--- src/rtl/ifc_pkg.sv ---
package ifc_pkg;

  typedef enum logic [1:0] {
    ST_IDLE = 2'd0,
    ST_WAIT = 2'd1,
    ST_GATE = 2'd2,
    ST_HOLD = 2'd3
  } ifc_state_e;

  function automatic int imax(input int a, input int b);
    return (a > b) ? a : b;
  endfunction

endpackage

--- src/rtl/ifc_sync_edge.sv ---
module ifc_sync_edge #(
  parameter int STAGES = 2
) (
  input  logic clk,
  input  logic rst_n,
  input  logic async_in,
  output logic rise_pulse
);

  logic [STAGES-1:0] chain;
  logic              last_q;

  // Synchroniser chain of STAGES flops
  genvar g;
  generate
    for (g = 0; g < STAGES; g++) begin : g_stage
      if (g == 0) begin : g_first
        always_ff @(posedge clk) begin
          if (!rst_n) chain[0] <= 1'b0;
          else        chain[0] <= async_in;
        end
      end else begin : g_next
        always_ff @(posedge clk) begin
          if (!rst_n) chain[g] <= 1'b0;
          else        chain[g] <= chain[g-1];
        end
      end
    end
  endgenerate

  always_ff @(posedge clk) begin
    if (!rst_n) last_q <= 1'b0;
    else        last_q <= chain[STAGES-1];
  end

  assign rise_pulse = chain[STAGES-1] & ~last_q;

endmodule

--- src/rtl/ifc_sequencer.sv ---
module ifc_sequencer
  import ifc_pkg::*;
#(
  parameter int GATE0  = 4,
  parameter int GATE1  = 8,
  parameter int GATE2  = 32,
  parameter int GATE3  = 64,
  parameter int WAIT_S = 4,
  parameter int WAIT_L = 8
) (
  input  logic       clk,
  input  logic       rst_n,
  input  logic       tick,
  input  logic       start,
  input  logic [1:0] gate_sel,
  output logic       gate_open,
  output logic       clear,
  output logic       done
);

  localparam int MAXLEN = imax(imax(imax(GATE0, GATE1), imax(GATE2, GATE3)),
                               imax(WAIT_S, WAIT_L));
  localparam int TCW    = $clog2(MAXLEN + 1);

  ifc_state_e     state_q;
  logic           start_q;
  logic [1:0]     code_q;
  logic [TCW-1:0] tcnt_q;
  logic [TCW-1:0] wait_last;
  logic [TCW-1:0] gate_last;

  // Last tick index of each phase for the captured code
  always_comb begin
    unique case (code_q)
      2'd0:    gate_last = TCW'(GATE0 - 1);
      2'd1:    gate_last = TCW'(GATE1 - 1);
      2'd2:    gate_last = TCW'(GATE2 - 1);
      default: gate_last = TCW'(GATE3 - 1);
    endcase
    wait_last = code_q[1] ? TCW'(WAIT_L - 1) : TCW'(WAIT_S - 1);
  end

  always_ff @(posedge clk) begin
    if (!rst_n) begin
      state_q <= ST_IDLE;
      start_q <= 1'b0;
      code_q  <= 2'd0;
      tcnt_q  <= '0;
    end else begin
      start_q <= start;
      if (!start) begin
        state_q <= ST_IDLE;
        tcnt_q  <= '0;
      end else begin
        unique case (state_q)
          ST_IDLE: begin
            if (!start_q) begin
              state_q <= ST_WAIT;
              code_q  <= gate_sel;
              tcnt_q  <= '0;
            end
          end
          ST_WAIT: begin
            if (tick) begin
              if (tcnt_q == wait_last) begin
                state_q <= ST_GATE;
                tcnt_q  <= '0;
              end else begin
                tcnt_q <= tcnt_q + 1'b1;
              end
            end
          end
          ST_GATE: begin
            if (tick) begin
              if (tcnt_q == gate_last) begin
                state_q <= ST_HOLD;
                tcnt_q  <= '0;
              end else begin
                tcnt_q <= tcnt_q + 1'b1;
              end
            end
          end
          default: state_q <= ST_HOLD;
        endcase
      end
    end
  end

  assign gate_open = (state_q == ST_GATE);
  assign clear     = (state_q == ST_IDLE) | ~start;
  assign done      = (state_q == ST_HOLD);

endmodule

--- src/rtl/ifc_accum.sv ---
module ifc_accum #(
  parameter int CNT_W = 20
) (
  input  logic             clk,
  input  logic             rst_n,
  input  logic             clear,
  input  logic             enable,
  input  logic             pulse,
  output logic [CNT_W-1:0] value
);

  localparam logic [CNT_W-1:0] FULL = {CNT_W{1'b1}};

  always_ff @(posedge clk) begin
    if (!rst_n || clear) begin
      value <= '0;
    end else if (enable && pulse && (value != FULL)) begin
      value <= value + 1'b1;
    end
  end

endmodule

--- src/rtl/if_freq_counter.sv ---
module if_freq_counter #(
  parameter int CNT_W       = 20,
  parameter int SYNC_STAGES = 2,
  parameter int GATE0       = 4,
  parameter int GATE1       = 8,
  parameter int GATE2       = 32,
  parameter int GATE3       = 64,
  parameter int WAIT_S      = 4,
  parameter int WAIT_L      = 8
) (
  input  logic             clk,
  input  logic             rst_n,
  input  logic             tick,
  input  logic             start,
  input  logic [1:0]       gate_sel,
  input  logic             if_in,
  output logic [CNT_W-1:0] count,
  output logic             done
);

  logic edge_p;
  logic gate_open;
  logic clr;

  ifc_sync_edge #(.STAGES(SYNC_STAGES)) u_sync (
    .clk        (clk),
    .rst_n      (rst_n),
    .async_in   (if_in),
    .rise_pulse (edge_p)
  );

  ifc_sequencer #(
    .GATE0(GATE0), .GATE1(GATE1), .GATE2(GATE2), .GATE3(GATE3),
    .WAIT_S(WAIT_S), .WAIT_L(WAIT_L)
  ) u_seq (
    .clk       (clk),
    .rst_n     (rst_n),
    .tick      (tick),
    .start     (start),
    .gate_sel  (gate_sel),
    .gate_open (gate_open),
    .clear     (clr),
    .done      (done)
  );

  ifc_accum #(.CNT_W(CNT_W)) u_acc (
    .clk    (clk),
    .rst_n  (rst_n),
    .clear  (clr),
    .enable (gate_open),
    .pulse  (edge_p),
    .value  (count)
  );

endmodule

--- config.mk ---
export PLATFORM = sky130hd
export DESIGN_NAME = if_freq_counter
export DESIGN_NICKNAME = d
export VERILOG_FILES = /design/src/rtl/ifc_pkg.sv /design/src/rtl/ifc_sync_edge.sv /design/src/rtl/ifc_sequencer.sv /design/src/rtl/ifc_accum.sv /design/src/rtl/if_freq_counter.sv
export SDC_FILE = /design/constraint.sdc
export NUM_CORES = 1
export LEC_CHECK = 0
export BUFFER_PORTS_ARGS = -buffer_cell sky130_fd_sc_hd__buf_4
export CAP_MARGIN = 20
export CORE_ASPECT_RATIO = 1.1
export CORE_MARGIN = 5
export CORE_UTILIZATION = 52
export CTS_CLUSTER_DIAMETER = 60
export DETAILED_ROUTE_END_ITERATION = 16
export PLACE_DENSITY = 0.87
export SLEW_MARGIN = 25
export SYNTH_ARGS = -nofsm -noshare
export SYNTH_HDL_FRONTEND = slang
export SYNTH_HIERARCHICAL = 1
export SYNTH_SLANG_ARGS = --single-unit
--- constraint.sdc ---
create_clock -name clk -period 1.8 [get_ports clk]
set_clock_uncertainty 0.05 [all_clocks]
set_input_delay 0.36 -clock clk [delete_from_list [all_inputs] [get_ports clk]]
set_output_delay 0.36 -clock clk [all_outputs]
set_load 0.05 [all_outputs]
; Word level (Yosys, flattened, before mapping)
; Cells that the tools add are included.
; Widths: inputs -> output; s select.
[word_totals]
ff_bits = 35
out_inout_bits = 21
[op_classes]
n_eq_ne = 13
muxes = 14
add_sub_neg = 2
n_reduce_logical = 11
n_bitwise = 5
[ops]
columns = cell, count
row1 = $mux 7, 5
row2 = $pmux 7 s3, 1
row3 = $add 20x1->20 const B, 1
row4 = $ne 20x20->1 const B, 1
row5 = $pmux 6 s3, 1
row6 = $mux 2, 5
row7 = $ne 2x2->1 const B, 4
row8 = $add 7x1->7 const B, 1
row9 = $eq 7x6->1, 1
row10 = $eq 7x7->1, 1
row11 = $eq 2x2->1 const B, 3
row12 = $pmux 2 s3, 1
row13 = $reduce_and 5->1, 1
row14 = $eq 2x1->1 const B, 2
row15 = $logic_not 2->1, 2
row16 = $reduce_and 4->1, 1
row17 = $mux 3, 1
row18 = $not 1->1, 3
row19 = $reduce_and 3->1, 1
row20 = $reduce_bool 3->1, 1
row21 = $logic_and 1x1->1, 2
row22 = $ne 2x1->1 const B, 1
row23 = $reduce_and 2->1, 1
row24 = $and 1x1->1, 1
row25 = other kinds (3), 3

; Longest topological paths before layout
; Gate-level depths: netlist (run 1).
[depth]
ltp_word = 6
depth_mapped = 8

; Modules after synthesis
; The synthesis (run 1) kept the hierarchy.
[by_module_without_submodules]
columns = module, n_inst, cells_per_inst, seq_area_each_um2, area_each_um2
row1 = ifc_accum, 1, 137, 400.4, 1184.9
row2 = ifc_sequencer, 1, 101, 240.2, 830.8
row3 = ifc_sync_edge, 1, 7, 60.1, 92.6

; Worst setup path before layout (run 1)
; Ideal clock, no wire load.
[synth_path]
path_kind = reg-to-reg
from = register u_acc.value[0]
to = register u_acc.value[14]
period_less_slack_ns = 2.105
arrival_time_ns = 1.923
path_buffers = 0
setup_slack_ns = -0.305
setup_time_ns = 0.132
stages_incl_launch_ff = 6
cell_sequence = dfxtp_1 -> ha_1 -> nand3_1 -> nor4_1 -> and4_1 -> nor3_1
[synth_between]
elab_chain_cells = 2
elab_cells_between_ends = 3
classes_between = add/sub (1) / eq/ne (1) / reduce/logical (1)
[synth_lines]
columns = element, line
row1 = from (decl), ifc_accum.sv:9  ; output logic [CNT_W-1:0] value
row2 = from (signal assigned), ifc_accum.sv:18  ; value <= value + 1'b1;
row3 = branches (longest 2 deep; another with $add 20x1->20), -
; Parallel ways; which one is timed is not known.
; A chain may end at the register's enable or synchronous reset.

; Worst setup path in the final report (run 1)
[layout_path]
from = register u_acc.value[11]
to = register u_acc.value[1]
[layout_between]
elab_chain_cells = 2
[layout_lines]
columns = element, line
row1 = $ne 20x20->1, ifc_accum.sv:17  ; end else if (enable && pulse && (value != FULL)) begin
row2 = $logic_and 1x1->1, ifc_accum.sv:17
; No other way between the ends.

==> out/results.txt, run 1 <==
DR WL/cell = 15.3 um
Grt total ovfl = 0
Async SR Flop Fraction = 0
Iter 0 DRT Violations = 226
Crit share post-route = 0.960
Post-route cell area = 2690 um^2
Final core utilization = 0.683
Worst path max stage delay = 0.47 ns
I/O Buffers = 27
Unrepaired setup endpoints after global routing = true
CTS H-tree lvls = 2
Effective utilization at floorplan = 0.536
Final hold slack = 0.236 ns
Max-slew violation count = 0
Power per cell area = 583 nW/um^2
Static leakage = 1.06 nW
Largest net degree at the start of global routing = 24
Synthesized area = 2110 um^2
Synth Register Bits = 35
Highest clock rate = 579 MHz
Worst EP arrival = 1.84 ns
Vias in the first global route = 1961
Pwr Total = 1.57 mW
Run status = finished, final reports clean
Worst R2R Setup Slack = 0.07 ns
Finished Layout Cells = 344
Placed inst area = 2530 um^2
Fillers = 307
DR vias = 2096
WL final = 5.27 mm
# setup viols final = 0
EDFF count, synth = 0
Seq/Total Area, Yosys = 0.332
CTS Sinks = 35
Library cells used by synthesis = 55
Crit end category = register
Final Hold Vio Count = 0
Layout cell share with drive strength beyond 1 = 0.356
Post-synth net total = 261
CP delay by family, top = simple AND/OR/NAND/NOR gates
Syn Area/Cell = 8.61 um^2
First-pass GRT wire length = 8.87 mm
Clock latency on the worst-skew pair = 0.29 ns
Worst slack, placed = -0.0472 ns
Startpoint types = register
Die area = 5430 um^2
Top post-synthesis cells by area = dfxtp_1 (33%), ha_1 (5.3%), nand2_1 (5.3%)
Min-delay worst type = input port to register
Core Area = 3930 um^2
Flip-flop and latch area = 734 um^2
Max_cap viols = 0
Synth top area share = 0.332
Worst rel slew slack = 0.725
Die H = 76.8 um
Initial antenna violation count = 0
Synth warn = 6
Die width = 70.7 um
Setup ws final = 0.0724 ns
Root Buffer = clkbuf_8
Critical-path top delay cell = nor4_4
Measured slew at the worst slew-check pin = 0.411 ns
Minimum clock period = 1.73 ns
Ports = 28
Residual DRC count = 0
Clk slew on worst S/H paths = 0.07 ns
TritonCTS clock tree = built
Post-layout net count = 307
CTS Buf Count = 5
Syn Inst Count = 245
Critical path, cell by cell = nand4_2 -> nor4_4 -> buf_6 -> a21oi_2 -> mux2i_1
Half-perimeter wire length after placement = 3.80 mm
Placed cell count = 335
VDD IR-drop max = 0.000460 V
Post-synth top flop = dfxtp_1
WP data required = 1.92 ns
Gp weighted congestion = 0.943
Area growth, synth to finish = 27.5%
N_diodes = 0
Area taken by multi-input logic gates = 1400 um^2
CP bufs+invs = 1
GRT Total Usage = 0.196
Vias per std cell = 6.09
TNS Setup = 0 ns
Routed Antenna Nets = 0
Cell Rows = 24
Cell accounting for the most synthesized area = dfxtp_1
CP Class = register to register
CP Max Fanout = 16
DRT Pass-1 Iters = 4
Worst-case clock buffer depth = 2
[area by class of cell]
type,count,share of cell area
Multi-Input combinational cell,194,0.522
Sequential cell,35,0.273
Timing Repair Buffer,48,0.140
Clock buffer,7,0.0284
Tap cell,52,0.0242
Inverter,7,0.00978
Clock inverter,1,0.00186
[timing repair]
item                                    in CTS  in global routing
endpoints found under the setup margin       4                 21
hold buffers                                 0                  0
setup buffers                                0                  1
pin swaps                                    0                  8
resized for setup                            3                 25
[flip-flops by register name, indices dropped and copies added (netlist names)]
register,flops
u_seq/state_q,2
u_seq/start_q,1
u_sync/chain,2
u_seq/code_q,2
u_acc/value,20
u_sync/last_q,1
u_seq/tcnt_q,7
[cells in the final DEF (no fill, tap or decap), types with 5 or more instances in the layout]
master and instances:
buf_4 46, nand2_1 30, dfxtp_2 21, nand3_1 16, dfxtp_1 12, a21oi_1 10
mux2i_1 9, nand2b_1 8, and3_1 8, nand4_1 7, o21ai_0 7, inv_1 7
o21ai_1 6, ha_1 6, clkbuf_8 5, a31oi_1 5, nor3_1 5
[path summary, 6_finish.rpt]
path | start | end | cells past startpoint
max | u_acc/value[11]$_SDFFE_PP0P_ | u_acc/value[1]$_SDFFE_PP0P_ | 5
min | if_in | u_sync/chain[0]$_SDFF_PN0_ | 2
max reg2reg | u_acc/value[11]$_SDFFE_PP0P_ | u_acc/value[1]$_SDFFE_PP0P_ | 5
min reg2reg | u_sync/chain[0]$_SDFF_PN0_ | u_sync/chain[1]$_SDFF_PN0_ | 1
[routing by layer]
metal	up-vias	wire length [um]	global-route usage
met5	-	0	0
met4	0	114	0.0714
met3	14	334	0.0484
met2	74	2590	0.328
met1	988	2230	0.240
li1	1020	-	-
[where the power goes]
group / total [mW] / internal, mW / switching (mW)
clock network: 0.545 / 0.271 / 0.274
registers: 0.796 / 0.785 / 0.0112
logic: 0.224 / 0.0999 / 0.124
[logic make-up (layout without fill, tap and decap cells)]
kind of cell	count (synthesis)	in the layout	synth area share
flops	35	35	0.332
compound gates	62	62	0.214
xor+xnor	2	2	0.00831
simple gates	112	112	0.312
fa+ha+maj	9	9	0.0534
buf+inv	16	63	0.0374
mux	9	9	0.0427
[synth_stat cells, types with 2 or more instances]
cell type and n:
o21a_1 2, or3_1 4, nand3_1 16, nand4_2 2, a31oi_1 5, and3_1 9
a2111o_1 4, ha_1 9, a211oi_1 3, a211oi_2 2, and4_1 4, nor2b_1 4
o211ai_1 4, nor2_1 2, o21ai_1 2, buf_6 2, or4_1 2, buf_2 3
clkbuf_1 3, or2_2 2, and2_1 5, mux2i_1 9, nor4_1 3, nor3_1 5
o21ai_0 11, dfxtp_1 35, o211a_1 2, o31a_1 2, nand2_1 30, inv_1 7
nand2b_1 9, nand4_1 7, a2111oi_0 3, a21oi_1 12
Note: power is estimated with default switching activity, not from simulation.
==> run 2: changes to the inputs <==
--- a/config.mk
+++ b/config.mk
@@ -9,10 +9,10 @@
 export CAP_MARGIN = 20
 export CORE_ASPECT_RATIO = 1.1
 export CORE_MARGIN = 5
-export CORE_UTILIZATION = 52
+export CORE_UTILIZATION = 51
 export CTS_CLUSTER_DIAMETER = 60
 export DETAILED_ROUTE_END_ITERATION = 16
-export PLACE_DENSITY = 0.87
+export PLACE_DENSITY = 0.86
 export SLEW_MARGIN = 25
 export SYNTH_ARGS = -nofsm -noshare
 export SYNTH_HDL_FRONTEND = slang
==> run 2 against run 1 <==
Effect of this change: design area up 1.4%; critical path depth is 1 higher; sequential share of layout area shrank 0.30 points; sequential power about the same; power rose by 1.8%; combinational power grew 8%; clock power grew 2%; critical path type unchanged; largest power group unchanged; highest routed layer unchanged.
==> out/results.txt, run 2 (same netlist as run 1, synthesis figures left out) <==
First-pass GRT wire length = 8.98 mm
Unrepaired setup endpoints after global routing = true
Clk slew on worst S/H paths = 0.07 ns
Worst rel slew slack = 0.703
Hold_buf cts = 0
Layout cell share with drive strength beyond 1 = 0.389
Worst slack, placed = -0.0774 ns
WL final = 5.48 mm
TritonCTS clock tree = built
Final hold slack = 0.226 ns
Worst-case clock buffer depth = 2
Residual DRC count = 0
Vias per std cell = 6.05
DR vias = 2118
Fillers = 341
Minimum clock period = 1.74 ns
Post-route cell area = 2730 um^2
Final core utilization = 0.683
Effective utilization at floorplan = 0.528
Max reg flops = 20
Run status = finished, final reports clean
CTS Buf Count = 5
Max_cap viols = 0
Seq pwr share = 0.501
Largest register by flop count = u_acc/value
Gp weighted congestion = 0.874
N_diodes = 0
Sw frac = 0.269
I/O Buffers = 27
GRT Total Usage = 0.196
Min-delay worst type = input port to register
Clock Power Share = 0.348
Half-perimeter wire length after placement = 3.82 mm
Commonest non-fill, non-tap cell in the layout = buf_4
Root Buffer = clkbuf_8
Ports = 28
FF-to-FF Start = u_seq/tcnt_q[2]$_SDFFE_PN0P_
DRT Pass-1 Iters = 4
Cell Rows = 24
Power per cell area = 585 nW/um^2
Finished Layout Cells = 350
CP Max Fanout = 5
Grt total ovfl = 0
CP Class = register to register
Startpoint types = register
Setup ws final = 0.0555 ns
Iter 0 DRT Violations = 158
CTS Sinks = 35
Core Area = 3990 um^2
Largest net degree at the start of global routing = 14
Clock latency on the worst-skew pair = 0.29 ns
Largest regs = u_acc/value: 20 flops, u_seq/tcnt_q: 7 flops
Static leakage = 1.09 nW
Combinational cell fraction of total power = 0.151
Max-slew violation count = 0
Critical path origin = u_seq/tcnt_q[2]$_SDFFE_PN0P_
P_sw = 0.428 mW
Highest clock rate = 573 MHz
Placed inst area = 2550 um^2
Area growth, synth to finish = 29.3%
Die area = 5520 um^2
CTS H-tree lvls = 2
Total internal power = 1.17 mW
Most frequent cells in the layout = buf_4 (54), nand2_1 (28), dfxtp_2 (23)
Crit end category = register
Hold Crit Start = if_in
Die H = 77.4 um
Initial antenna violation count = 0
Vias in the first global route = 2037
WP data required = 1.93 ns
DR WL/cell = 15.7 um
Measured slew at the worst slew-check pin = 0.445 ns
VDD IR-drop max = 0.000395 V
Post-layout net count = 313
Worst EP arrival = 1.87 ns
Crit share post-route = 0.969
Die width = 71.3 um
Placed cell count = 339
# setup viols final = 0
Final Hold Vio Count = 0
Routed Antenna Nets = 0
[run 2: cell type report]
cell class                      count  area (um^2)  share of cell area
Inverter                            7         26.3             0.00964
Clock buffer                        7         76.3              0.0280
Sequential cell                    35          737               0.270
Multi-Input combinational cell    194         1410               0.518
Tap cell                           52         65.1              0.0239
Timing Repair Buffer               54          405               0.149
Clock inverter                      1         5.00             0.00184
[run 2: worst paths after layout]
check	end	slack, ns	cells after the start
setup reg to reg	u_seq/tcnt_q[3]$_SDFFE_PN0P_	0.06	6
setup / recovery	u_seq/tcnt_q[3]$_SDFFE_PN0P_	0.06	6
hold / removal	u_sync/chain[0]$_SDFF_PN0_	0.23	2
hold reg to reg	u_sync/chain[1]$_SDFF_PN0_	0.38	1
[run 2: power groups by stage]
stage,logic (mW),registers (mW),clock network (mW)
4_1_cts,0.217,0.794,0.569
5_1_grt,0.259,0.800,0.606
6_report,0.241,0.798,0.555
2_1_floorplan,0.138,0.811,0
3_5_place_dp,0.214,0.812,0
3_3_place_gp,0.206,0.812,0
[run 2: through the flow]
step                setup TNS, ns  power, mW
CTS                       -0.0192       1.58
global route               -0.165       1.67
global placement         -0.00430       1.02
detailed placement         -0.136       1.03
finish                          0       1.59
floorplan                       0      0.949
[run 2: worst max-delay path, cell delays in order, from the launching register on]
cell and delay [ns]:
dfxtp_2 0.34, or4_4 0.55, o311ai_4 0.10, a211oi_2 0.14, buf_4 0.17, o21ai_0 0.19, nand3_1 0.09
[run 2: repair_timing]
action	CTS	global route
resized for setup	2	27
setup endpoints to repair	6	21
setup buffers	0	3
pin swaps	0	3
[run 2: per-layer routing]
layer | GRT usage | share of wire | up-vias
li1 | - | - | 1029
met5 | 0 | 0 | -
met1 | 0.239 | 0.40 | 997
met3 | 0.0413 | 0.069 | 13
met4 | 0.0714 | 0.024 | 0
met2 | 0.337 | 0.51 | 79
==> run 3: changes to the inputs <==
--- a/config.mk
+++ b/config.mk
@@ -7,9 +7,11 @@
 export LEC_CHECK = 0
 export BUFFER_PORTS_ARGS = -buffer_cell sky130_fd_sc_hd__buf_4
 export CAP_MARGIN = 20
+export CELL_PAD_IN_SITES_DETAIL_PLACEMENT = 1
+export CELL_PAD_IN_SITES_GLOBAL_PLACEMENT = 1
 export CORE_ASPECT_RATIO = 1.1
 export CORE_MARGIN = 5
-export CORE_UTILIZATION = 51
+export CORE_UTILIZATION = 39
 export CTS_CLUSTER_DIAMETER = 60
 export DETAILED_ROUTE_END_ITERATION = 16
 export PLACE_DENSITY = 0.86
==> run 3 against run 2 <==
Effect of this change: clock power grew 31%; via count shrank 1.3%; critical endpoint is now u_seq/tcnt_q[5]$_SDFFE_PN0P_; critical path depth is the same; design area grew 2.9%; largest power group unchanged; sequential power is essentially flat.
==> out/results.txt, run 3 (same netlist as run 1, synthesis figures left out) <==
Max reg flops = 20
TritonCTS clock tree = built
Ports = 28
Die area = 6980 um^2
Measured slew at the worst slew-check pin = 0.359 ns
Commonest non-fill, non-tap cell in the layout = buf_4
Power per cell area = 626 nW/um^2
Worst-case clock buffer depth = 2
Hold_buf cts = 0
Gp weighted congestion = 0.809
Final core utilization = 0.527
CP Max Fanout = 5
Finished Layout Cells = 368
Largest regs = u_acc/value: 20 flops, u_seq/tcnt_q: 7 flops
Startpoint types = register
N_diodes = 0
Highest clock rate = 586 MHz
CP Class = register to register
Clk slew on worst S/H paths = 0.08 ns
Die width = 80.1 um
Placed inst area = 2560 um^2
DRT Pass-1 Iters = 4
Crit end category = register
WP data required = 1.93 ns
Worst path max stage delay = 0.55 ns
Pwr Total = 1.76 mW
Largest register by flop count = u_acc/value
GRT Total Usage = 0.179
CTS Buf Count = 5
Iter 0 DRT Violations = 94
Area taken by multi-input logic gates = 1450 um^2
Vias in the first global route = 2019
I/O Buffers = 27
# setup viols final = 0
Most frequent cells in the layout = buf_4 (47), nand2_1 (30), dfxtp_2 (22)
Grt total ovfl = 0
Residual DRC count = 0
Setup ws final = 0.0925 ns
Area growth, synth to finish = 33.1%
Half-perimeter wire length after placement = 4.47 mm
Run status = finished, final reports clean
Max-slew violation count = 0
Die H = 87.1 um
WL final = 6.35 mm
Critical-path top delay cell = or4_4
Final Hold Vio Count = 0
First-pass GRT wire length = 9.85 mm
Layout cell share with drive strength beyond 1 = 0.389
VDD IR-drop max = 0.000309 V
Post-route cell area = 2810 um^2
Static leakage = 1.09 nW
CTS H-tree lvls = 2
Initial antenna violation count = 0
DR vias = 2091
Max_cap viols = 0
Fillers = 630
Placed cell count = 359
Flip-flop and latch area = 739 um^2
Largest net degree at the start of global routing = 24
Worst EP arrival = 1.83 ns
Crit share post-route = 0.949
Core Area = 5330 um^2
Final hold slack = 0.225 ns
Routed Antenna Nets = 0
Min-delay worst type = input port to register
Cell Rows = 28
Critical path, cell by cell = or4_4 -> o311ai_4 -> a211oi_2 -> buf_4 -> o21ai_0 -> nand3_1
Post-layout net count = 308
Clock latency on the worst-skew pair = 0.30 ns
CTS Sinks = 35
Minimum clock period = 1.71 ns
Worst slack, placed = -0.0449 ns
Vias per std cell = 5.68
Worst rel slew slack = 0.760
TNS Setup = 0 ns
Root Buffer = clkbuf_8
DR WL/cell = 17.2 um
Effective utilization at floorplan = 0.396
[run 3: cell count changes in the layout (fill, tap and decap cells not counted), sizes merged]
cell,change
buf,-5
bufinv,+1
clkbuf,-2
clkinv,+1
[run 3: power by group]
group          switching (mW)  leakage (nW)  internal, mW  total, mW
Clock                   0.315        0.0581         0.413      0.728
Sequential             0.0132         0.297         0.784      0.797
Combinational           0.131         0.736         0.103      0.233
[run 3: worst max-delay path: cells and delay by family (launching register included)]
kind / cells / cell delay [ns]
buffers and inverters: 1 / 0.17
AND/OR/NAND/NOR: 2 / 0.64
flip-flops: 1 / 0.36
AO/OA/AOI/OAI: 3 / 0.37
[run 3: area by class of cell]
type | instances | share of cell area
multi-input combinational | 194 | 0.517
timing repair buffer | 49 | 0.137
clock buffer | 5 | 0.0245
clock inverter | 3 | 0.0156
inverter | 7 | 0.00936
sequential | 35 | 0.263
tap | 75 | 0.0334
[run 3: path summary, 6_finish.rpt]
path | from | endpoint | slack [ns] | cells past startpoint
setup reg to reg | u_seq/tcnt_q[2]$_SDFFE_PN0P_ | u_seq/tcnt_q[5]$_SDFFE_PN0P_ | 0.09 | 6
hold / removal | if_in | u_sync/chain[0]$_SDFF_PN0_ | 0.22 | 2
setup / recovery | u_seq/tcnt_q[2]$_SDFFE_PN0P_ | u_seq/tcnt_q[5]$_SDFFE_PN0P_ | 0.09 | 6
hold reg to reg | u_sync/chain[0]$_SDFF_PN0_ | u_sync/chain[1]$_SDFF_PN0_ | 0.38 | 1
[run 3: routing by layer]
metal,vias to the layer above,share of wire,GRT usage
met4,0,0.015,0.0614
met2,28,0.53,0.319
li1,1023,-,-
met3,7,0.023,0.0414
met1,1033,0.43,0.209
met5,-,0,0
[run 3: what timing repair did]
action	in CTS	in global routing
gates resized for setup	7	31
setup endpoints to repair	12	22
pin swaps	1	1
cloned	0	0
setup buffers	1	0
